File: config.mk
export PLATFORM = sky130hd
export DESIGN_NAME = irq_steer_router
export DESIGN_NICKNAME = d
export VERILOG_FILES = /design/src/rtl/irq_steer_pkg.sv /design/src/rtl/irq_steer_regs.sv /design/src/rtl/irq_steer_decode.sv /design/src/rtl/irq_steer_merge.sv /design/src/rtl/irq_steer_router.sv
export SDC_FILE = /design/constraint.sdc
export NUM_CORES = 1
export LEC_CHECK = 0
export BUFFER_PORTS_ARGS = -buffer_cell sky130_fd_sc_hd__buf_2
export CAP_MARGIN = 15
export CORE_UTILIZATION = 51
export CTS_CLUSTER_DIAMETER = 150
export DETAILED_ROUTE_END_ITERATION = 8
export GPL_TIMING_DRIVEN = 0
export HOLD_SLACK_MARGIN = 0.02
export PLACE_DENSITY = 0.79
export SYNTH_ARGS = -nofsm -noshare
export SYNTH_HDL_FRONTEND = slang
export SYNTH_HIERARCHICAL = 1
export SYNTH_SLANG_ARGS = --single-unit
File: constraint.sdc
create_clock -name clk -period 1.8 [get_ports clk]
set_clock_uncertainty 0.05 [all_clocks]
set_input_delay 0.27 -clock clk [delete_from_list [all_inputs] [get_ports clk]]
set_output_delay 0.27 -clock clk [all_outputs]
set_load 0.01 [all_outputs]
File: src/rtl/irq_steer_pkg.sv
package irq_steer_pkg;

    localparam int CFG_W      = 8;
    localparam int CODE_W     = 4;
    localparam int PIN_LINE   = 0;
    localparam int IDE_ALT    = 15;
    localparam int IRQ0_IDX   = 0;

    // Reserved destinations: 0, 1, 2, 8, 13
    localparam logic [15:0] RSVD_CODES = 16'b0010_0001_0000_0111;

    typedef struct packed {
        logic              route_off;
        logic              share;
        logic              pin_mode;
        logic [CODE_W-1:0] code;
    } line_cfg_t;

    function automatic line_cfg_t unpack_cfg(input logic [CFG_W-1:0] w);
        line_cfg_t c;
        c.route_off = w[7];
        c.share     = w[6];
        c.pin_mode  = w[5];
        c.code      = w[3:0];
        return c;
    endfunction

    function automatic logic [CFG_W-1:0] pack_cfg(input line_cfg_t c);
        return {c.route_off, c.share, c.pin_mode, 1'b0, c.code};
    endfunction

endpackage

File: src/rtl/irq_steer_regs.sv
module irq_steer_regs
    import irq_steer_pkg::*;
#(
    parameter int N_LINES = 2,
    parameter int ADDR_W  = 1
) (
    input  logic                         clk,
    input  logic                         rst_n,
    input  logic [ADDR_W-1:0]            cfg_addr,
    input  logic [CFG_W-1:0]             cfg_wdata,
    input  logic                         cfg_we,
    output logic [CFG_W-1:0]             cfg_rdata,
    output line_cfg_t [N_LINES-1:0]      cfg_o
);

    typedef struct packed {
        line_cfg_t [N_LINES-1:0] cfg;
    } regs_t;

    localparam line_cfg_t CFG_RST = '{route_off: 1'b1, share: 1'b0,
                                      pin_mode: 1'b0, code: '0};

    regs_t regs_d, regs_q;

    always_comb begin
        regs_d = regs_q;
        if (cfg_we && (int'(cfg_addr) < N_LINES)) begin
            regs_d.cfg[cfg_addr] = unpack_cfg(cfg_wdata);
            // Pin option exists on one line only
            if (cfg_addr != ADDR_W'(PIN_LINE)) begin
                regs_d.cfg[cfg_addr].pin_mode = 1'b0;
            end
        end
    end

    always_ff @(posedge clk or negedge rst_n) begin
        if (!rst_n) begin
            for (int k = 0; k < N_LINES; k++) begin
                regs_q.cfg[k] <= CFG_RST;
            end
        end else begin
            regs_q <= regs_d;
        end
    end

    always_comb begin
        cfg_rdata = '0;
        if (int'(cfg_addr) < N_LINES) begin
            cfg_rdata = pack_cfg(regs_q.cfg[cfg_addr]);
        end
    end

    assign cfg_o = regs_q.cfg;

endmodule

File: src/rtl/irq_steer_decode.sv
module irq_steer_decode
    import irq_steer_pkg::*;
#(
    parameter int          N_IRQ = 16,
    parameter logic [15:0] RSVD  = RSVD_CODES
) (
    input  line_cfg_t          cfg,
    input  logic               live,
    input  logic               req,
    output logic [N_IRQ-1:0]   route_vec,
    output logic [N_IRQ-1:0]   block_vec
);

    logic steer_on;
    assign steer_on = live && !cfg.route_off;

    for (genvar d = 0; d < N_IRQ; d++) begin : g_dest
        if (RSVD[d]) begin : g_rsvd
            assign route_vec[d] = 1'b0;
            assign block_vec[d] = 1'b0;
        end else begin : g_valid
            logic hit;
            assign hit          = steer_on && (cfg.code == CODE_W'(d));
            assign route_vec[d] = hit && req;
            assign block_vec[d] = hit && !cfg.share;
        end
    end

endmodule

File: src/rtl/irq_steer_merge.sv
module irq_steer_merge
    import irq_steer_pkg::*;
#(
    parameter int N_LINES = 2,
    parameter int N_IRQ   = 16
) (
    input  logic                            clk,
    input  logic                            rst_n,
    input  logic [N_LINES-1:0][N_IRQ-1:0]   route_bus,
    input  logic [N_LINES-1:0][N_IRQ-1:0]   block_bus,
    input  logic [N_IRQ-1:0]                isa_irq,
    input  logic                            pin_mode,
    input  logic                            line0_req,
    output logic [N_IRQ-1:0]                ctrl_irq,
    output logic                            pin0_oe,
    output logic                            pin0_out,
    output logic                            ide_irq_stat
);

    typedef struct packed {
        logic [N_IRQ-1:0] ctrl;
        logic             oe;
        logic             pout;
        logic             ide;
    } out_t;

    out_t out_d, out_q;
    logic [N_IRQ-1:0] routed, blocked;

    always_comb begin
        routed  = '0;
        blocked = '0;
        for (int k = 0; k < N_LINES; k++) begin
            routed  = routed  | route_bus[k];
            blocked = blocked | block_bus[k];
        end
        out_d.ctrl = (isa_irq & ~blocked) | routed;
        out_d.oe   = pin_mode;
        out_d.pout = pin_mode & isa_irq[IRQ0_IDX];
        out_d.ide  = pin_mode ? isa_irq[IDE_ALT] : line0_req;
    end

    always_ff @(posedge clk or negedge rst_n) begin
        if (!rst_n) begin
            out_q <= '0;
        end else begin
            out_q <= out_d;
        end
    end

    assign ctrl_irq     = out_q.ctrl;
    assign pin0_oe      = out_q.oe;
    assign pin0_out     = out_q.pout;
    assign ide_irq_stat = out_q.ide;

endmodule

File: src/rtl/irq_steer_router.sv
module irq_steer_router
    import irq_steer_pkg::*;
#(
    parameter int N_LINES = 2,
    parameter int N_IRQ   = 16,
    localparam int ADDR_W = (N_LINES > 1) ? $clog2(N_LINES) : 1
) (
    input  logic                 clk,
    input  logic                 rst_n,
    input  logic [ADDR_W-1:0]    cfg_addr,
    input  logic [CFG_W-1:0]     cfg_wdata,
    input  logic                 cfg_we,
    output logic [CFG_W-1:0]     cfg_rdata,
    input  logic [N_LINES-1:0]   mb_irq,
    input  logic [N_IRQ-1:0]     isa_irq,
    output logic [N_IRQ-1:0]     ctrl_irq,
    output logic                 pin0_oe,
    output logic                 pin0_out,
    output logic                 ide_irq_stat
);

    line_cfg_t [N_LINES-1:0]          cfg;
    logic [N_LINES-1:0][N_IRQ-1:0]    route_bus;
    logic [N_LINES-1:0][N_IRQ-1:0]    block_bus;
    logic [N_LINES*CFG_W-1:0]         cfg_word;

    irq_steer_regs #(
        .N_LINES (N_LINES),
        .ADDR_W  (ADDR_W)
    ) u_regs (
        .clk       (clk),
        .rst_n     (rst_n),
        .cfg_addr  (cfg_addr),
        .cfg_wdata (cfg_wdata),
        .cfg_we    (cfg_we),
        .cfg_rdata (cfg_rdata),
        .cfg_o     (cfg)
    );

    for (genvar k = 0; k < N_LINES; k++) begin : g_line
        logic live;
        if (k == PIN_LINE) begin : g_pin
            assign live = !cfg[k].pin_mode;
        end else begin : g_plain
            assign live = 1'b1;
        end

        irq_steer_decode #(
            .N_IRQ (N_IRQ)
        ) u_dec (
            .cfg       (cfg[k]),
            .live      (live),
            .req       (mb_irq[k]),
            .route_vec (route_bus[k]),
            .block_vec (block_bus[k])
        );

        assign cfg_word[k*CFG_W +: CFG_W] = pack_cfg(cfg[k]);
    end

    irq_steer_merge #(
        .N_LINES (N_LINES),
        .N_IRQ   (N_IRQ)
    ) u_merge (
        .clk          (clk),
        .rst_n        (rst_n),
        .route_bus    (route_bus),
        .block_bus    (block_bus),
        .isa_irq      (isa_irq),
        .pin_mode     (cfg[PIN_LINE].pin_mode),
        .line0_req    (mb_irq[PIN_LINE]),
        .ctrl_irq     (ctrl_irq),
        .pin0_oe      (pin0_oe),
        .pin0_out     (pin0_out),
        .ide_irq_stat (ide_irq_stat)
    );

endmodule

==> metrics.md <==
| Metric | Value |
|---|---|
| FP Rows | 21 |
| Register area share after synthesis | between 40% and 50% |
| Maxcap violations | 0 |
| Routed WL | about 3800 um |
| DRC viols | 0 |
| Non-filler cells, final | 310 |
| Arr. time, crit path | 1.82 ns |
| Reg2Reg Depth | 5 |
| Slew @ Worst Pin | approximately 0.70 ns |
| Vias in the first global route | about 1500 |
| Final Core Density | approximately 70% |
| Crit path top cell by count | nor2_1 |
| Commonest non-fill, non-tap cell in the layout | nor2_1 |
| Via Count | about 1500 |
| Distinct cells, synth | 24 |
| Die width | between 60 and 70 um |
| Vias per cell | approximately 4.8 |
| Starting Density | between 50% and 60% |
| GPL Wtd Cong | between 0.8 and 0.9 |
| DIE AREA | between 0.003 and 0.004 sq mm |
| Met2 usage | 35.9% |
| Most frequent cells in the layout | nor2_1 (56), buf_2 (53), dfrtp_1 (30) |
| Layout cells sized above 1 | approximately 43% |
| Core area | between 0.003 and 0.004 sq mm |
| First-pass GRT wire length | approximately 6500 um |
| Setup TNS | 0 ns |
| Final ANT Viol Nets | 0 |
| Final #Nets | 294 |
| Filler cells | between 200 and 300 |
| Fin. Hold Viols | 0 |
| Reg2reg setup slack | just under 0.1 ns |
| Total gr overflow | 0 |
| CP max stage delay | 0.51 ns |
| Crit Path Class | reg -> reg |
| Peak supply drop | a little under 700 uV |
| CTS Sinks | 33 |
| I/O pin count | 57 |
| Crit path time final | 1.70 ns |
| Hold Path Depth | 2 |
| CP Buf/Inv Count | 1 |
| HP Class | in -> reg |
| Max-slew headroom | approximately 53% |
| H-Tree Depth | 2 |
| Power Dens Cells | approximately 790 mW/mm^2 |
| Post-route cell area | between 0.002 and 0.0025 sq mm |
| Post-Syn Area per Cell | 10.4 sq um |
| Worst setup EP type | flip-flop |
| Worst EP required | between 1.5 and 2 ns |
| Top cells by area, synth | dfrtp_1 (41%), nor2_1 (11%), buf_4 (8.3%), mux2_2 (7.7%), a211o_1 (7.4%) |
| Clock transition at path regs | about 0.06 ns |
| Largest net degree at the start of global routing | 34 |
| Met3 Use GR | 7.30% |
| Port bufs | 53 |
| Inst Count DP | approximately 300 |
| RSZ-0062 raised after global routing | no |
| Ys Warns | 6 |
| Hold Path End | u_merge/ctrl_irq[2] |
| DP Area | 0.00230 sq mm |
| FF-to-FF End | u_merge/ctrl_irq[12] |
| FF+latch count, synth | 33 |
| Clock buffer count from CTS | 5 |
| Area Overhead vs Synth | 26.3% |
| Detailed Route Iter0 Violations | 74 |
| Busiest grt layer | met2 |
| WL/cell | 12.2 um |
| Top Family by Delay on Critical Path | simple AND/OR/NAND/NOR gates |
| Drt pass-1 iters | 4 |
| Period utilization | a little over nine tenths |
| Crit Path Max Fanout | 6 |
| CTS root buf | clkbuf_8 |
| Leading area contributor after synthesis | dfrtp_1 |
| Setup violations, final | 0 |
| Met1 usage | 25.1% |
| Number of max-slew violations in the final report | 0 |
| Synthesized cell area | about 0.0019 sq mm |
| Hpwl dp | between 2000 and 3000 um |
| CTS tree | done |
| Leakage | roughly 1.2 nW |
| Min-Delay Startpoint | isa_irq[2] |
| CP Cell Sequence | inv_1 > or4b_4 > nor2_1 > nor2_1 > a211o_1 |
| Tot GR Track Use | ~22% |
| Yosys top cell area share | 40.8% |
| CP max-delay cell | or4b_4 |
| Max Buffers Root-to-Sink | 2 |
| Outcome | finished clean |
| Chip Height | approximately 63 um |
| # diodes | 0 |
| Final Total Pwr | 0.00189 W |
| Fmax | between 500 and 600 MHz |
| Crit start category | flip-flop |
| Clock Latency Late Sink | around 0.28 ns |
| Synth Instances | 182 |
| Initial antenna violation count | 0 |
[report_power, final]
part           internal (W)  leakage [nW]  switching, W  total (W)
clock network      0.000303        0.0443      0.000243   0.000546
logic              0.000238         0.741      0.000189   0.000427
registers          0.000825         0.378     0.0000907   0.000915
total               0.00137          1.16      0.000523    0.00189
[worst max path at each step]
stage / endpoint / depth (start not counted) / slack [ns] / from
2_1_floorplan: u_merge/ctrl_irq[4] / 5 / 0.22 / flip-flop
3_3_place_gp: u_merge/ctrl_irq[12] / 5 / 0.13 / flip-flop
5_1_grt: u_merge/ctrl_irq[12] / 5 / 0.02 / flip-flop
3_5_place_dp: u_merge/ctrl_irq[12] / 5 / 0.09 / flip-flop
4_1_cts: u_merge/ctrl_irq[12] / 5 / 0.08 / flip-flop
6_report: u_merge/ctrl_irq[12] / 5 / 0.1 / flip-flop
[final cells by class]
type                       instances  area (sq um)  area share [%]
multi-input combinational        146           962            40.1
sequential                        33           830            34.6
timing repair buffer              54           275            11.5
buffer                            23           184            7.67
clock buffer                       7          86.3            3.60
tap                               46          57.6            2.40
inverter                           1          3.75           0.156
[cells in the mapped netlist (all sizes together)]
library cell / number
nor2: 56
dfrtp: 31
buf: 23
mux2: 21
a211o: 16
nand3b: 6
conb: 4
nand4bb: 4
or3b: 4
and2: 2
dfstp: 2
nand3: 2
nand4b: 2
nor4: 2
nor4b: 2
or4b: 2
inv: 1
nand2: 1
nor2b: 1
[cells by family (layout without fill, tap and decap cells)]
kind of cell / Yosys count / count (layout) / share of synthesized area [%]
compound gates: 16 / 16 / 7.38
buf+inv: 24 / 85 / 9.88
flops: 33 / 33 / 43.6
mux: 21 / 21 / 13.8
other cells: 4 / 25 / 0.790
simple gates: 84 / 84 / 24.5
[layer usage]
layer  vias to the layer above  share of wire (%)  wire, um
met5                         -                  0         0
met4                         0                2.2        82
met3                         7                5.4       204
met2                        40                 49      1860
met1                       680                 43      1630
li1                        750                  -         -
[stage by stage]
stage / hold WS [ns] / worst slack, ns
after floorplan: -0.0756 / 0.222
after global placement: 0.309 / 0.128
after detailed placement: 0.310 / 0.0938
after CTS: 0.140 / 0.0830
after global routing: 0.136 / 0.0204
final: 0.145 / 0.0962
[repair_timing]
item	CTS	global route
resized for setup	0	1
hold buffers	1	0
buffers inserted	0	0
endpoints found under the hold margin	31	0
setup endpoints to repair	0	1
No activity file was read; power rests on OpenSTA's default activity.
